--- src/rtl/ptw_pkg.sv ---
// Shared types for the page table walker.
// Assumes 8-byte entries whose flag bits sit at the fixed positions below.
package ptw_pkg;

    typedef enum logic [1:0] {
        WS_IDLE,
        WS_WALK,
        WS_DONE,
        WS_FAULT
    } walk_st_t;

    typedef enum logic [2:0] {
        FC_NONE     = 3'd0,
        FC_ABSENT   = 3'd1,
        FC_PROT     = 3'd2,
        FC_NONCANON = 3'd3,
        FC_BIGPAGE  = 3'd4
    } fault_t;

    typedef enum logic [1:0] {
        AK_READ  = 2'd0,
        AK_WRITE = 2'd1,
        AK_FETCH = 2'd2
    } acc_kind_t;

    localparam int ENT_PRESENT = 0;
    localparam int ENT_WRITE   = 1;
    localparam int ENT_USER    = 2;
    localparam int ENT_WT      = 3;
    localparam int ENT_NC      = 4;
    localparam int ENT_SIZE    = 7;
    localparam int ENT_NOEXEC  = 63;

endpackage

--- src/rtl/ptw_canon_chk.sv ---
// Canonical-form test: the upper address bits, together with the top
// implemented bit, must be all zeros or all ones.
// Assumes hi holds bits 63 down to VA_W-1 of the virtual address.
module ptw_canon_chk #(
    parameter int HI_W = 17
) (
    input  logic [HI_W-1:0] hi,
    output logic            canonical
);
    // All bits equal means the address is canonical.
    always_comb canonical = (&hi) | ~(|hi);
endmodule

--- src/rtl/ptw_idx_sel.sv ---
// Picks the table index for the current walk step out of the virtual
// page number. Step 0 selects the most significant group.
// Assumes vpn holds LEVELS groups of IDX_W bits, top group first.
module ptw_idx_sel #(
    parameter int LEVELS = 4,
    parameter int IDX_W  = 9,
    parameter int LVL_W  = 2
) (
    input  logic [LEVELS*IDX_W-1:0] vpn,
    input  logic [LVL_W-1:0]        lvl,
    output logic [IDX_W-1:0]        idx
);
    logic [IDX_W-1:0] slice [LEVELS];

    for (genvar g = 0; g < LEVELS; g++) begin : g_slice
        assign slice[g] = vpn[IDX_W*(LEVELS-1-g) +: IDX_W];
    end

    // Step-indexed selection of the slice.
    always_comb idx = slice[lvl];
endmodule

--- src/rtl/ptw_perm_acc.sv ---
// Accumulates permissions over the levels of one walk. Write and user
// are ANDed, no-execute is ORed. The outputs already include the entry
// currently on the response bus.
// Assumes start and absorb never occur in the same cycle.
module ptw_perm_acc (
    input  logic clk,
    input  logic rst_n,
    input  logic start,
    input  logic absorb,
    input  logic ent_wr,
    input  logic ent_us,
    input  logic ent_nx,
    output logic wr_all,
    output logic us_all,
    output logic nx_any
);
    logic wr_q, us_q, nx_q;

    // Reset to fully permissive at the start of a walk, fold in each entry.
    always_ff @(posedge clk) begin
        if (!rst_n || start) begin
            wr_q <= 1'b1;
            us_q <= 1'b1;
            nx_q <= 1'b0;
        end else if (absorb) begin
            wr_q <= wr_q & ent_wr;
            us_q <= us_q & ent_us;
            nx_q <= nx_q | ent_nx;
        end
    end

    // Merged view including the entry presented this cycle.
    always_comb begin
        wr_all = wr_q & ent_wr;
        us_all = us_q & ent_us;
        nx_any = nx_q | ent_nx;
    end
endmodule

--- src/rtl/ptw_walker.sv ---
// Four-level page table walker for 4 KiB pages.
// Accepts one translation while idle. It checks that the address is
// canonical, then reads one entry per level with a single outstanding
// request, and reports done for one cycle with a physical address or a
// fault code. The faulting virtual address is held until the next fault.
// Assumes memory returns exactly one response per request, at any
// latency of zero or more cycles.
module ptw_walker
    import ptw_pkg::*;
#(
    parameter int VA_W   = 48,
    parameter int PA_W   = 52,
    parameter int LEVELS = 4,
    parameter int IDX_W  = 9,
    parameter int OFF_W  = 12
) (
    input  logic            clk,
    input  logic            rst_n,
    input  logic            req_valid,
    output logic            req_ready,
    input  logic [63:0]     req_vaddr,
    input  logic [1:0]      req_kind,
    input  logic            req_user,
    input  logic [63:0]     root_ptr,
    output logic            mem_req_valid,
    output logic [PA_W-1:0] mem_req_addr,
    output logic            mem_req_wt,
    output logic            mem_req_nc,
    input  logic            mem_rsp_valid,
    input  logic [63:0]     mem_rsp_data,
    output logic            done,
    output logic            resp_ok,
    output logic [PA_W-1:0] resp_paddr,
    output logic [2:0]      fault_code,
    output logic [63:0]     fault_vaddr
);
    localparam int BASE_W = PA_W - OFF_W;
    localparam int LVL_W  = (LEVELS > 1) ? $clog2(LEVELS) : 1;
    localparam int ENT_SH = OFF_W - IDX_W;
    localparam int VPN_W  = LEVELS * IDX_W;
    localparam int HI_W   = 64 - VA_W + 1;
    localparam logic [LVL_W-1:0] LAST_LVL = LVL_W'(LEVELS - 1);

    walk_st_t         state_q;
    logic [LVL_W-1:0] lvl_q;
    logic             issued_q;
    logic [63:0]      vaddr_q;
    acc_kind_t        kind_q;
    logic             user_q;
    logic [BASE_W-1:0] base_q;
    logic             wt_q, nc_q;
    logic [PA_W-1:0]  paddr_q;
    fault_t           code_q;
    logic [63:0]      fva_q;

    logic             canonical;
    logic [IDX_W-1:0] idx;
    logic             wr_all, us_all, nx_any;
    logic             accept, absorb, prot_hit, mid_lvl, last_lvl;

    ptw_canon_chk #(.HI_W(HI_W)) u_canon (
        .hi        (req_vaddr[63:VA_W-1]),
        .canonical (canonical)
    );

    ptw_idx_sel #(.LEVELS(LEVELS), .IDX_W(IDX_W), .LVL_W(LVL_W)) u_idx (
        .vpn (vaddr_q[OFF_W +: VPN_W]),
        .lvl (lvl_q),
        .idx (idx)
    );

    ptw_perm_acc u_perm (
        .clk    (clk),
        .rst_n  (rst_n),
        .start  (accept),
        .absorb (absorb),
        .ent_wr (mem_rsp_data[ENT_WRITE]),
        .ent_us (mem_rsp_data[ENT_USER]),
        .ent_nx (mem_rsp_data[ENT_NOEXEC]),
        .wr_all (wr_all),
        .us_all (us_all),
        .nx_any (nx_any)
    );

    // Handshake and step qualifiers.
    always_comb begin
        accept   = req_valid && (state_q == WS_IDLE);
        absorb   = (state_q == WS_WALK) && mem_rsp_valid && mem_rsp_data[ENT_PRESENT];
        last_lvl = (lvl_q == LAST_LVL);
        mid_lvl  = (lvl_q != '0) && !last_lvl;
        prot_hit = ((kind_q == AK_WRITE) && !wr_all)
                 || (user_q && !us_all)
                 || ((kind_q == AK_FETCH) && nx_any);
    end

    // Port outputs decoded from the walk state.
    always_comb begin
        req_ready     = (state_q == WS_IDLE);
        mem_req_valid = (state_q == WS_WALK) && !issued_q;
        mem_req_addr  = {base_q, idx, {ENT_SH{1'b0}}};
        mem_req_wt    = wt_q;
        mem_req_nc    = nc_q;
        done          = (state_q == WS_DONE) || (state_q == WS_FAULT);
        resp_ok       = (state_q == WS_DONE);
        resp_paddr    = paddr_q;
        fault_code    = code_q;
        fault_vaddr   = fva_q;
    end

    // Walk sequencer: accept, step through the levels, report the result.
    always_ff @(posedge clk) begin
        if (!rst_n) begin
            state_q  <= WS_IDLE;
            lvl_q    <= '0;
            issued_q <= 1'b0;
            vaddr_q  <= '0;
            kind_q   <= AK_READ;
            user_q   <= 1'b0;
            base_q   <= '0;
            wt_q     <= 1'b0;
            nc_q     <= 1'b0;
            paddr_q  <= '0;
            code_q   <= FC_NONE;
            fva_q    <= '0;
        end else begin
            case (state_q)
                WS_IDLE: begin
                    if (accept) begin
                        vaddr_q <= req_vaddr;
                        kind_q  <= acc_kind_t'(req_kind);
                        user_q  <= req_user;
                        if (!canonical) begin
                            state_q <= WS_FAULT;
                            code_q  <= FC_NONCANON;
                            fva_q   <= req_vaddr;
                            paddr_q <= '0;
                        end else begin
                            state_q  <= WS_WALK;
                            lvl_q    <= '0;
                            issued_q <= 1'b0;
                            base_q   <= root_ptr[PA_W-1:OFF_W];
                            wt_q     <= root_ptr[ENT_WT];
                            nc_q     <= root_ptr[ENT_NC];
                        end
                    end
                end
                WS_WALK: begin
                    if (mem_req_valid) begin
                        issued_q <= 1'b1;
                    end
                    if (mem_rsp_valid) begin
                        issued_q <= 1'b0;
                        if (!mem_rsp_data[ENT_PRESENT]) begin
                            state_q <= WS_FAULT;
                            code_q  <= FC_ABSENT;
                            fva_q   <= vaddr_q;
                            paddr_q <= '0;
                        end else if (mid_lvl && mem_rsp_data[ENT_SIZE]) begin
                            state_q <= WS_FAULT;
                            code_q  <= FC_BIGPAGE;
                            fva_q   <= vaddr_q;
                            paddr_q <= '0;
                        end else if (last_lvl) begin
                            if (prot_hit) begin
                                state_q <= WS_FAULT;
                                code_q  <= FC_PROT;
                                fva_q   <= vaddr_q;
                                paddr_q <= '0;
                            end else begin
                                state_q <= WS_DONE;
                                code_q  <= FC_NONE;
                                paddr_q <= {mem_rsp_data[PA_W-1:OFF_W], vaddr_q[OFF_W-1:0]};
                            end
                        end else begin
                            lvl_q  <= lvl_q + 1'b1;
                            base_q <= mem_rsp_data[PA_W-1:OFF_W];
                            wt_q   <= mem_rsp_data[ENT_WT];
                            nc_q   <= mem_rsp_data[ENT_NC];
                        end
                    end
                end
                default: begin
                    state_q <= WS_IDLE;
                end
            endcase
        end
    end
endmodule

--- config.mk ---
export PLATFORM = sky130hd
export DESIGN_NAME = ptw_walker
export DESIGN_NICKNAME = d
export VERILOG_FILES = /design/src/rtl/ptw_pkg.sv /design/src/rtl/ptw_canon_chk.sv /design/src/rtl/ptw_idx_sel.sv /design/src/rtl/ptw_perm_acc.sv /design/src/rtl/ptw_walker.sv
export SDC_FILE = /design/constraint.sdc
export NUM_CORES = 1
export LEC_CHECK = 0
export ABC_CLOCK_PERIOD_IN_PS = 2900
export BUFFER_PORTS_ARGS = -buffer_cell sky130_fd_sc_hd__buf_2
export CAP_MARGIN = 15
export CORE_MARGIN = 3
export CORE_UTILIZATION = 40
export DETAILED_ROUTE_END_ITERATION = 8
export PLACE_DENSITY = 0.7
export SKIP_CTS_REPAIR_TIMING = 1
export SLEW_MARGIN = 20
export SYNTH_ARGS = -nofsm -noshare
export SYNTH_HDL_FRONTEND = slang
export SYNTH_SLANG_ARGS = --single-unit
--- constraint.sdc ---
create_clock -name clk -period 2.9 [get_ports clk]
set_input_delay 0.29 -clock clk [delete_from_list [all_inputs] [get_ports clk]]
set_output_delay 0.29 -clock clk [all_outputs]
set_load 0.1 [all_outputs]
Word-level counts from Yosys, hierarchy flattened:

Index checks and enable logic that the tools add are counted.

* bits in registers: 236
* bits of input ports: 199
* output and inout bits: 177

* add/sub/neg operators: 1
* magnitude comparators: 1
* equality and inequality tests: 16
* mux-type cells: 68
* bitwise logic cells: 6
* reduce and logical (&&, ||, !) cells: 29

Operators with widths (count)
* $mux W64: 7
* $mux W52: 7
* $mux W40: 6
* $pmux W64 S2: 1
* $pmux W52 S2: 1
* $pmux W40 S2: 1
* $mux W2: 13
* $bmux W9 S2: 1
* $mux W3: 6
* $mux W9: 2
* $mux W1: 17
* $reduce_and A17 Y1: 1
* $reduce_or A17 Y1: 1
* $ne A2 B2 Y1 const B: 5
* $logic_and A1 B1 Y1: 9
* $eq A2 B2 Y1 const B: 4
* $ne A4 B3 Y1 const B: 2
* $pmux W2 S2: 2
* $reduce_and A7 Y1: 1
* $pmux W1 S2: 3
* $pmux W3 S2: 1
* $reduce_and A6 Y1: 1
* $logic_not A1 Y1: 5
* $reduce_and A5 Y1: 1
* other kinds (15): 23

Logic depth before layout (Yosys ltp):

Gate-level depths: netlist of the first run.

* depth after elaboration: 11
* gate-level depth with buffers: 8
* gate-level depth less buffers: 6

Modules after synthesis:

From an unflattened synthesis of the first run, not the netlist that was laid out.

* cell total of the unflattened synthesis: 1105
* area, all modules: 10252.3 sq um

Modules (own cells, without submodules)
* ptw_walker: instances 1, cells an instance 1067, area each 9800.6 sq um
* ptw_idx_sel: instances 1, cells an instance 11, area each 219.0 sq um
* ptw_perm_acc: instances 1, cells an instance 15, area each 133.9 sq um
* ptw_canon_chk: instances 1, cells an instance 12, area each 98.8 sq um

Least setup slack after synthesis of the first run:

No wires, ideal clock.

* kind: register to register
* from: register state_q[0]
* to: register fva_q[58], in the netlist fault_vaddr[58]
* library setup time: 119 ps
* arrival time: 2951 ps
* data required time: 2781 ps
* setup slack: -170 ps
* cell stages (with the launch flop): 9
* period minus slack after synthesis: 3070 ps
* path through: dfxtp_1 buf_2 nor2_1 nand2_1 nand2_1 nand2_1 buf_2 buf_4 o221a_1

* word-level cells in the longest chain between the ends: 4
* elaborated cells on any way between the ends: 11
* those cells by class: eq/ne (6); mux (1); reduce/logical (4)

Ends and longest elaborated chain
* start, declared: line ptw_walker.sv:44 `walk_st_t state_q;`
* start signal, assigned: line ptw_walker.sv:113 `state_q <= WS_IDLE;`
* start signal, assigned: line ptw_walker.sv:133 `state_q <= WS_FAULT;`
* start signal, assigned: line ptw_walker.sv:138 `state_q <= WS_WALK;`
* $logic_not A2 Y1 (*)
* via req_ready: line ptw_walker.sv:20 `output logic req_ready,`
* $logic_and A1 B1 Y1: line ptw_walker.sv:87 `accept = req_valid && (state_q == WS_IDLE);`
* $ne A2 B1 Y1 (no line)
* $reduce_and A6 Y1 (no line)
* end signal, assigned: line ptw_walker.sv:135 `fva_q <= req_vaddr;`
* end signal, assigned: line ptw_walker.sv:156 `fva_q <= vaddr_q;`
* end signal, assigned: line ptw_walker.sv:161 `fva_q <= vaddr_q;`
* end, declared: line ptw_walker.sv:54 `logic [63:0] fva_q;`

Mark *: on every way through the listed nets, which the timed path passes. The rest lies on a longest branch.
A chain may end at the register's enable or synchronous reset.

Worst setup path in the final report of the first run:

* from: register lvl_q[0]
* to: register fva_q[0], in the netlist fault_vaddr[0]

* word-level cells in the longest chain between the ends: 8
* elaborated cells on any way between the ends: 12
* those cells by class: eq/ne (3); mux (4); reduce/logical (5)

Ends and longest elaborated chain
* start, declared: line ptw_walker.sv:45 `logic [LVL_W-1:0] lvl_q;`
* start signal, assigned: line ptw_walker.sv:175 `lvl_q <= lvl_q + 1'b1;`
* $eq A2 B2 Y1: line ptw_walker.sv:89 `last_lvl = (lvl_q == LAST_LVL);`
* $logic_not A1 Y1: line ptw_walker.sv:90 `mid_lvl = (lvl_q != '0) && !last_lvl;`
* $logic_and A1 B1 Y1: line ptw_walker.sv:90
* $logic_and A1 B1 Y1: line ptw_walker.sv:158 `end else if (mid_lvl && mem_rsp_data[ENT_SIZE]) begin`
* $mux W64: line ptw_walker.sv:158
* $mux W64: line ptw_walker.sv:153 `if (!mem_rsp_data[ENT_PRESENT]) begin`
* $mux W64: line ptw_walker.sv:151 `if (mem_rsp_valid) begin`
* $pmux W64 S2: line ptw_walker.sv:126 `case (state_q)`

Several ways; a longest one is shown, not always the timed one. The select of a mux whose other input is x is not followed.

==> results of run 1 <==
[power groups by stage]
stage | clock network, mW | logic, mW | registers (mW)
after global placement | 0 | 2.30 | 3.64
after detailed placement | 0 | 2.32 | 3.64
final | 3.33 | 2.31 | 3.57
after CTS | 3.39 | 2.32 | 3.57
after floorplan | 0 | 0.860 | 4.60
after global routing | 3.52 | 2.44 | 3.60
[metal layers]
| layer | part of all wire (%) | routed length (µm) | global-route usage [%] |
|---|---|---|---|
| met2 | 47 | 14700 | 36.7 |
| met4 | 2.1 | 668 | 6.81 |
| met5 | 0.022 | 7 | 0 |
| met1 | 41 | 12800 | 28.5 |
| met3 | 9.6 | 2980 | 6.05 |
[Yosys cell counts, drive strengths merged (6+ instances only)]
library cell  count  area [µm²]
a21oi            72         360
buf              39         254
clkbuf           65         244
dfxtp           236        4720
mux2i            95         951
mux4              9         203
nand2           376        1410
nand3            74         370
nor2              6        22.5
o21ai             6        30.0
o221a            65         732
o2bb2ai          42         368
[tightest hold or removal path: stages]
cell     delay (ps)
buf_2            90
nand2_1          40
a21oi_1          50
[logic make-up (layout without fill, tap and decap cells)]
group	after synthesis	after routing	synth area share (%)
other	1	7	0.0374
and+or+nand+nor	482	482	19.7
muxes	104	104	11.5
AOI/OAI and AO/OA	201	201	16.4
buffers and inverters	109	403	5.15
adders and majority gates	1	1	0.125
DFF	236	236	47.1
[cell type report]
| type | count | area (µm²) |
|---|---|---|
| antenna | 4 | 10.0 |
| clock buffer | 35 | 766 |
| clock inverter | 6 | 86.3 |
| fill | 2274 | 11600 |
| inverter | 5 | 18.8 |
| multi-input combinational | 791 | 4860 |
| sequential | 236 | 4730 |
| tap | 324 | 405 |
| timing repair buffer | 357 | 1950 |
[metrics by stage]
stage	utilization, %	setup slack, ps	instances	hold WS (ps)	cell area [µm²]
floorplan	-	350	1136	400	10000
global placement	48.7	407	1709	435	11900
detailed placement	48.7	368	1709	442	11900
CTS	52.2	352	1750	-27.3	12800
global route	52.4	242	1756	0.613	12800
finish	52.4	355	1758	3.77	12800
[path summary, 6_finish.rpt]
path                 startpoint             end  slack (ps)  cells past startpoint
setup / recovery       lvl_q[0]  fault_vaddr[0]         360                      7
hold / removal         req_user          user_q           4                      3
setup reg to reg       lvl_q[0]  fault_vaddr[0]         360                      7
hold reg to reg   fault_code[1]   fault_code[1]         450                      2
[sequential cells by signal, summed over array words and instances, names as in the netlist, 2 cells and up]
name / flops
state_q: 2
fault_vaddr: 64
fault_code: 3
resp_paddr: 52
lvl_q: 2
kind_q: 2
base_q: 40
vaddr_q: 64
==> results.ini, run 1 <==
[setup_path]
cpMaxStageDelayCell=or4_4
critical-path-top-delay-family=simple AND/OR/NAND/NOR gates
critPathBufInv=1
required_ps=3310
critical_path.endpoint_type=register
crit_path_max_fanout=30
worstSetupStartpointType=register
slowest_delay_ps=600
crit_chain=ha_1, a21boi_4, nand2_1, or4_4, and3_2, buf_4, o221a_2
cp.arrival_ps=2960
worstSetupPathType=register to register

[clocking]
insertion_delay_ps=530
cts.clk_slew.worst_paths_ps=60
cts_buffers=26
cts_root_buf=clkbuf_16
cts_tree=done
clock_sinks=236
htreeDepth=1
cts_buffer_depth=3

[hold_path]
hp-class=primary input to register

[detailed_routing]
drc=0
firstDrtPassIters=5
drt_iter0_markers=621
routed_wl_um=31200
wl_per_cell_um=17.7
ant_nets=0
vias_per_cell=5.31
dr_total_vias=9340

[run_status]
status=finished clean

[sta]
rsz0062_at_grt=no
period_needed_ps=2540
setup_viol=0
fin_worst_skew_ps=11.5
fin_crit_sh_pct=87.7
fin_setup_tns_ps=0
max_clock_freq_ghz=0.393
timing.slew.headroom_pct=45.7
worst_pin_slew_ps=815
finalHoldViolations=0
slew_violations=0

[pwr]
power.internal_mw=5.99
cellLeakagePower_nw=5.86
p_switching_mw=3.24
total_power_mw=9.22
power_frac_seq_pct=38.8
p_comb_share_pct=25.1
power_frac_clock_pct=36.1
ir_drop_v=0.000479
powerDensity_mw_per_mm2=720
swShare_pct=35.1

[place]
place_hpwl_um=20800
routabilityCongestion=0.828
io_buffers=333

[synth]
syn_area_mm2=0.0100
synth.yosys.seq_area_share_pct=47.1
synth_cells=1134
synthFlopType=dfxtp_1
async_reset_ff_share_pct=0
ys_ff_latch=236
synth_edf_count=0
yosysUniqueCellTypes=48
ys_warn_count=0
syn_avg_cell_area_um2=8.85

[die]
rows=57
core_area_mm2=0.0245
pin_count=376
fp.dieH_um=164
die-area_mm2=0.0270
die_w_um=164
start_util_pct=41.0

[cells_and_area]
nets=1617
layout_common_cells=nand2_1 (374), buf_2 (331), dfxtp_1 (235), mux2i_1 (95), nand3_1 (74)
final_common_cell=nand2_1
syn2layout_area_growth_pct=27.8
drive_gt1_share_pct=29.5

[global_route]
grt_pass1_wl_um=48300
grt_pass1_vias=8949
grt_use_total_pct=22.3
overflow=0
antenna_found_initial=3
grt_max_degree=98

[run]
max_cap_violations=0

No activity file was read; power rests on OpenSTA's default activity.
==> run 2: changes to the inputs <==
==> constraint.sdc (replaced) <==
create_clock -name clk -period 2.9 [get_ports clk]
set_input_delay 0.58 -clock clk [delete_from_list [all_inputs] [get_ports clk]]
set_output_delay 0.58 -clock clk [all_outputs]
set_load 0.1 [all_outputs]
==> run 2 against run 1 <==
  * Fmax decreased by 8.2%
  * Final cell count increased by 0.11%
  * Setup slack got worse by 230 ps
  * Largest cell class unchanged
  * Via count increased by 0.30%
  * Flip-flop and latch count unchanged
  * Sequential power about the same
  * Sequential share of layout area decreased by 0.19 points
  * Combinational power about the same
  * Register-to-register slack improved by 220 ps
  * Non-clock buffer count decreased by 2
==> results.ini, run 2 (same netlist as run 1, synthesis figures left out) <==
[place]
place_hpwl_um=21300  ; +2.5%
dpl_cell_area_mm2=0.0119  ; about the same
io_buffers=333  ; unchanged
routabilityCongestion=0.827  ; -0.11%
dp.cells=1711  ; +0.12%

[global_route]
antenna_found_initial=2  ; -1
grt_use_total_pct=22.4  ; +0.17 points
grt_pass1_vias=8977  ; +0.31%
overflow=0  ; unchanged
grt_pass1_wl_um=49000  ; +1.4%
grt_max_degree=70  ; -29%

[setup_path]
crit_chain=nand2b_2, buf_4, nor2_1, buf_12
critPathBufInv=2  ; +1
critical-path-top-delay-family=flip-flops
slowest_delay_ps=630  ; +30 ps
required_ps=2320  ; -990 ps
worstSetupPathType=register to output pin
crit_path_max_fanout=40  ; +33%
cp.arrival_ps=2190  ; -770 ps
critical_path.endpoint_type=output pin
cpMaxStageDelayCell=dfxtp_1
worstSetupStartpointType=register

[die]
pin_count=376  ; unchanged
fp.dieH_um=164  ; unchanged
die_w_um=164  ; unchanged
start_util_pct=41.0  ; unchanged
core_area_mm2=0.0245  ; unchanged
rows=57  ; unchanged
die-area_mm2=0.0270  ; unchanged

[pwr]
ir_drop_v=0.000483  ; +1.0%
cellLeakagePower_nw=5.90  ; +0.67%
powerDensity_mw_per_mm2=738  ; +2.6%

[clocking]
cts_buffers=26  ; unchanged
cts.clk_slew.worst_paths_ps=60  ; about the same
insertion_delay_ps=520  ; about the same
clock_sinks=236  ; unchanged
htreeDepth=1  ; unchanged
cts_buffer_depth=3  ; unchanged
cts_root_buf=clkbuf_16
cts_tree=done

[sta]
max_clock_freq_ghz=0.361  ; -8.2%
slew_violations=0  ; unchanged
rsz0062_at_grt=no
fin_worst_skew_ps=7.18  ; -4.30 ps
fin_hold_ws_ps=300  ; +297 ps
fin_crit_sh_pct=95.6  ; +7.8 points
setup_viol=0  ; unchanged
fin_setup_tns_ps=0  ; unchanged
worst_pin_slew_ps=804  ; -10.5 ps
finalHoldViolations=0  ; unchanged
timing.slew.headroom_pct=46.4  ; +0.70 points
period_needed_ps=2770  ; +227 ps

[detailed_routing]
routed_wl_um=31400  ; +0.89%
drc=0  ; unchanged
drt_iter0_markers=693  ; +12%
firstDrtPassIters=5  ; unchanged
wl_per_cell_um=17.9  ; +0.78%
ant_nets=0  ; unchanged
vias_per_cell=5.32  ; +0.19%
dr_total_vias=9368  ; +0.30%

[cells_and_area]
finalInstanceArea_mm2=0.0129  ; +0.53%
multi_input_area_mm2=0.00486  ; unchanged
nets=1615  ; -0.12%
syn2layout_area_growth_pct=28.5
layout_common_cells=nand2_1 (374), buf_2 (331), dfxtp_1 (235), mux2i_1 (95), nand3_1 (74)
drive_gt1_share_pct=29.9  ; +0.36 points
stdcell_count=1760  ; +0.11%
utilization_pct=52.7  ; +0.28 points
n_fill_cell=2270  ; -0.18%
seqCellArea_mm2=0.00473  ; unchanged
final_common_cell=nand2_1

[run]
max_cap_violations=0  ; unchanged

[run_status]
status=finished clean

[hold_path]
hp-class=primary input to register

==> run 2: final cells by class <==
type	count	share of cell area, %
clock inverters	7	1.10
flip-flops and latches	236	36.7
diodes	3	0.0583
well taps	324	3.15
multi-input cells	791	37.7
clock buffers	39	6.29
inverters	5	0.146
repair buffers	355	14.9
==> run 2: per-stage QoR <==
stage	total power [mW]	setup slack (ps)
floorplan	5.46	59.9
global placement	5.94	396
detailed placement	5.96	327
CTS	9.59	101
global route	9.86	13.9
finish	9.51	128
==> run 2: worst reg2reg max path, cell delays in order, from the launching register on <==
cell	delay (ps)
dfxtp_1	310
ha_1	340
a21boi_4	220
nand2_1	70
or4_4	430
and3_2	240
buf_4	260
o221a_2	340
==> run 2: worst paths after layout <==
check,cells past startpoint,start,endpoint,slack [ps]
max,4,state_q[1],mem_req_valid,130
max reg2reg,7,lvl_q[0],fault_vaddr[0],580
min,3,req_kind[1],kind_q[1],300
min reg2reg,2,fault_code[1],fault_code[1],450
==> run 2: power by group <==
group,leakage [nW],internal [mW],switching [mW]
clock,0.471,2.28,1.34
combinational,3.50,0.529,1.79
sequential,1.93,3.45,0.131
total,5.90,6.25,3.26
==> run 2: per-layer routing <==
layer	wire length, µm	global-route usage (%)
met1	13100	28.8
met4	419	5.38
met5	13	0
met3	2820	5.98
met2	15100	37.6
==> run 3: changes to the inputs <==
Settings changed: SYNTH_HIERARCHICAL set to 1.
==> run 3 against run 2 <==
  * Register-to-register slack lost 160 ps
  * Synthesized area increased by 2.2%
  * First-iteration DRC count grew 4.3%
  * Largest cell class unchanged
  * Power decreased by 5.5%
  * Via count fell by 0.32%
  * Critical path type unchanged
==> results.ini, run 3 <==
[synth]
yosysUniqueCellTypes=55  ; +15%
synth_area_leaders=dfxtp_1 (46%), nand2_1 (13%), mux2_2 (7.0%)
synth_xor_area_share_pct=0  ; unchanged
synth.yosys.seq_area_share_pct=46.1  ; -1.0 points
synthFlopType=dfxtp_1
ys_warn_count=6  ; +6
ys_top_cells_by_count=nand2_1 (351), dfxtp_1 (236), a21oi_1 (71)
synth_edf_count=0  ; unchanged
synthAdderAreaFrac_pct=0.122  ; -0.0027 points
syn_area_mm2=0.0103  ; +2.2%
ys_ff_latch=236  ; unchanged
synth.most_common_cell=nand2_1
synth_compound_area_share_pct=17.5  ; +1.1 points
synthDominantCellAreaShare_pct=46.1  ; -1.0 points
async_reset_ff_share_pct=0  ; unchanged
synthMuxAreaShare_pct=15.4  ; +3.9 points
synthSimpleGateAreaFrac_pct=15.5  ; -4.2 points
synth_top_family_by_area=compound AO/OA/AOI/OAI gates
synth_cells=1105  ; -2.6%
syn_avg_cell_area_um2=9.28  ; +4.9%
yosys.area.top_type=dfxtp_1

[die]
rows=57  ; unchanged
core_area_mm2=0.0247  ; +1.2%
pin_count=376  ; unchanged
die_w_um=166  ; +1.1%
die-area_mm2=0.0276  ; +2.1%
start_util_pct=41.4  ; +0.42 points
fp.dieH_um=166  ; +1.1%

[clocking]
cts.clk_slew.worst_paths_ps=60  ; about the same
cts_root_buf=clkbuf_16
cts_buffers=26  ; unchanged
cts_tree=done
htreeDepth=1  ; unchanged
clock_sinks=236  ; unchanged
cts_buffer_depth=3  ; unchanged
insertion_delay_ps=520  ; about the same

[global_route]
antenna_found_initial=5  ; +3
grt_max_degree=177  ; +150%
grt_use_total_pct=22.4  ; -0.070 points
grt_pass1_wl_um=51200  ; +4.5%
grt_pass1_vias=9157  ; +2.0%
overflow=0  ; unchanged

[hold_path]
hp-class=primary input to register

[pwr]
total_power_mw=9.00  ; -5.5%
ir_drop_v=0.000432  ; -11%
powerDensity_mw_per_mm2=688  ; -6.9%
cellLeakagePower_nw=5.99  ; +1.6%

[setup_path]
worstSetupPathType=register to output pin
worstSetupStartpointType=register
cp.arrival_ps=1940  ; -250 ps
crit_path_max_fanout=11  ; -73%
critical_path.endpoint_type=output pin
slowest_delay_ps=530  ; -100 ps
crit_chain=buf_4, mux4_2, buf_2
cpMaxStageDelayCell=mux4_2
required_ps=2320  ; about the same

[run]
max_cap_violations=0  ; unchanged

[run_status]
status=finished clean

[sta]
period_needed_ps=2520  ; -250 ps
timing.slew.headroom_pct=42.7  ; -3.6 points
fin_worst_skew_ps=12.0  ; +4.85 ps
finalHoldViolations=0  ; unchanged
worst_pin_slew_ps=856  ; +51.7 ps
fin_crit_sh_pct=86.9  ; -8.6 points
fin_setup_tns_ps=0  ; unchanged
slew_violations=0  ; unchanged
max_clock_freq_ghz=0.397  ; +9.9%
fin_hold_ws_ps=307  ; +6.27 ps
rsz0062_at_grt=no
finalWorstSetupSlack_ps=379  ; +250 ps
setup_viol=0  ; unchanged

[detailed_routing]
vias_per_cell=5.39  ; +1.2%
dr_total_vias=9338  ; -0.32%
firstDrtPassIters=5  ; unchanged
wl_per_cell_um=18.7  ; +4.8%
ant_nets=0  ; unchanged
routed_wl_um=32500  ; +3.3%
drc=0  ; unchanged
drt_iter0_markers=723  ; +4.3%

[cells_and_area]
n_fill_cell=2241  ; -1.3%
nets=1586  ; -1.8%
layout_common_cells=nand2_1 (351), buf_2 (332), dfxtp_1 (235), a21oi_1 (71), mux2i_1 (65)
drive_gt1_share_pct=37.2  ; +7.4 points
syn2layout_area_growth_pct=27.6
final_common_cell=nand2_1

[place]
io_buffers=333  ; unchanged
dp_slack_ps=-41.4  ; -368 ps
place_hpwl_um=21800  ; +2.5%
routabilityCongestion=0.866  ; +4.8%

[run 3: cell count changes after synthesis, sizes merged, moves of 30 or more]
cell     change
o2bb2ai     -42
mux2i       -30
a32o        +40
a31o        +42
a2111oi     +44
mux2        +64
nand3       -73
o221a       -64
[run 3: worst paths after layout]
path         depth (start not counted)               to  slack, ps   startpoint
max                                  3  mem_req_addr[9]        380     lvl_q[0]
min reg2reg                          2      u_perm/us_q        450  u_perm/us_q
max reg2reg                          6   resp_paddr[35]        420     lvl_q[0]
min                                  3        kind_q[1]        310  req_kind[1]
[run 3: kinds of logic (layout without fill, tap and decap cells)]
logic type / Yosys count / count (layout)
compound gates: 227 / 227
simple gates: 391 / 391
fa+ha+maj: 1 / 1
mux: 138 / 138
flops: 236 / 236
buf+inv: 111 / 409
other cells: 1 / 8
[run 3: final cells by class]
type                    count  area [µm²]  area share [%]
diodes                      5        12.5          0.0957
clock buffers              40         795            6.07
clock inverters             7         119           0.909
inverters                   4        22.5           0.172
multi-input cells         760        5030            38.4
flip-flops and latches    236        4730            36.1
well taps                 324         405            3.10
repair buffers            358        1970            15.1
[run 3: where the power goes]
part,total [mW],internal (mW),switching [mW]
sequential,3.52,3.41,0.107
clock,3.49,2.15,1.33
combinational,1.99,0.494,1.50
[run 3: per-stage QoR]
stage                     area [µm²]  utilization [%]  cells
final                          13100             52.8   1734
after global routing           13100             52.8   1734
after CTS                      13100             52.8   1729
after detailed placement       12200             49.1   1682
after global placement         12200             49.1   1682
after floorplan                10300                -   1107
[run 3: worst max-delay path: cells and delay by family (launching register included)]
kind	cells	cell delay, ps
buffers and inverters	2	550
muxes	1	530
DFF	1	330
[run 3: metal layers]
layer / up-vias / routed length [µm] / global-route usage (%)
met2: 320 / 15400 / 36.8
met3: 63 / 2210 / 4.74
met5: - / 0 / 0
met4: 0 / 982 / 7.85
li1: 4481 / - / -
met1: 4474 / 13900 / 29.3
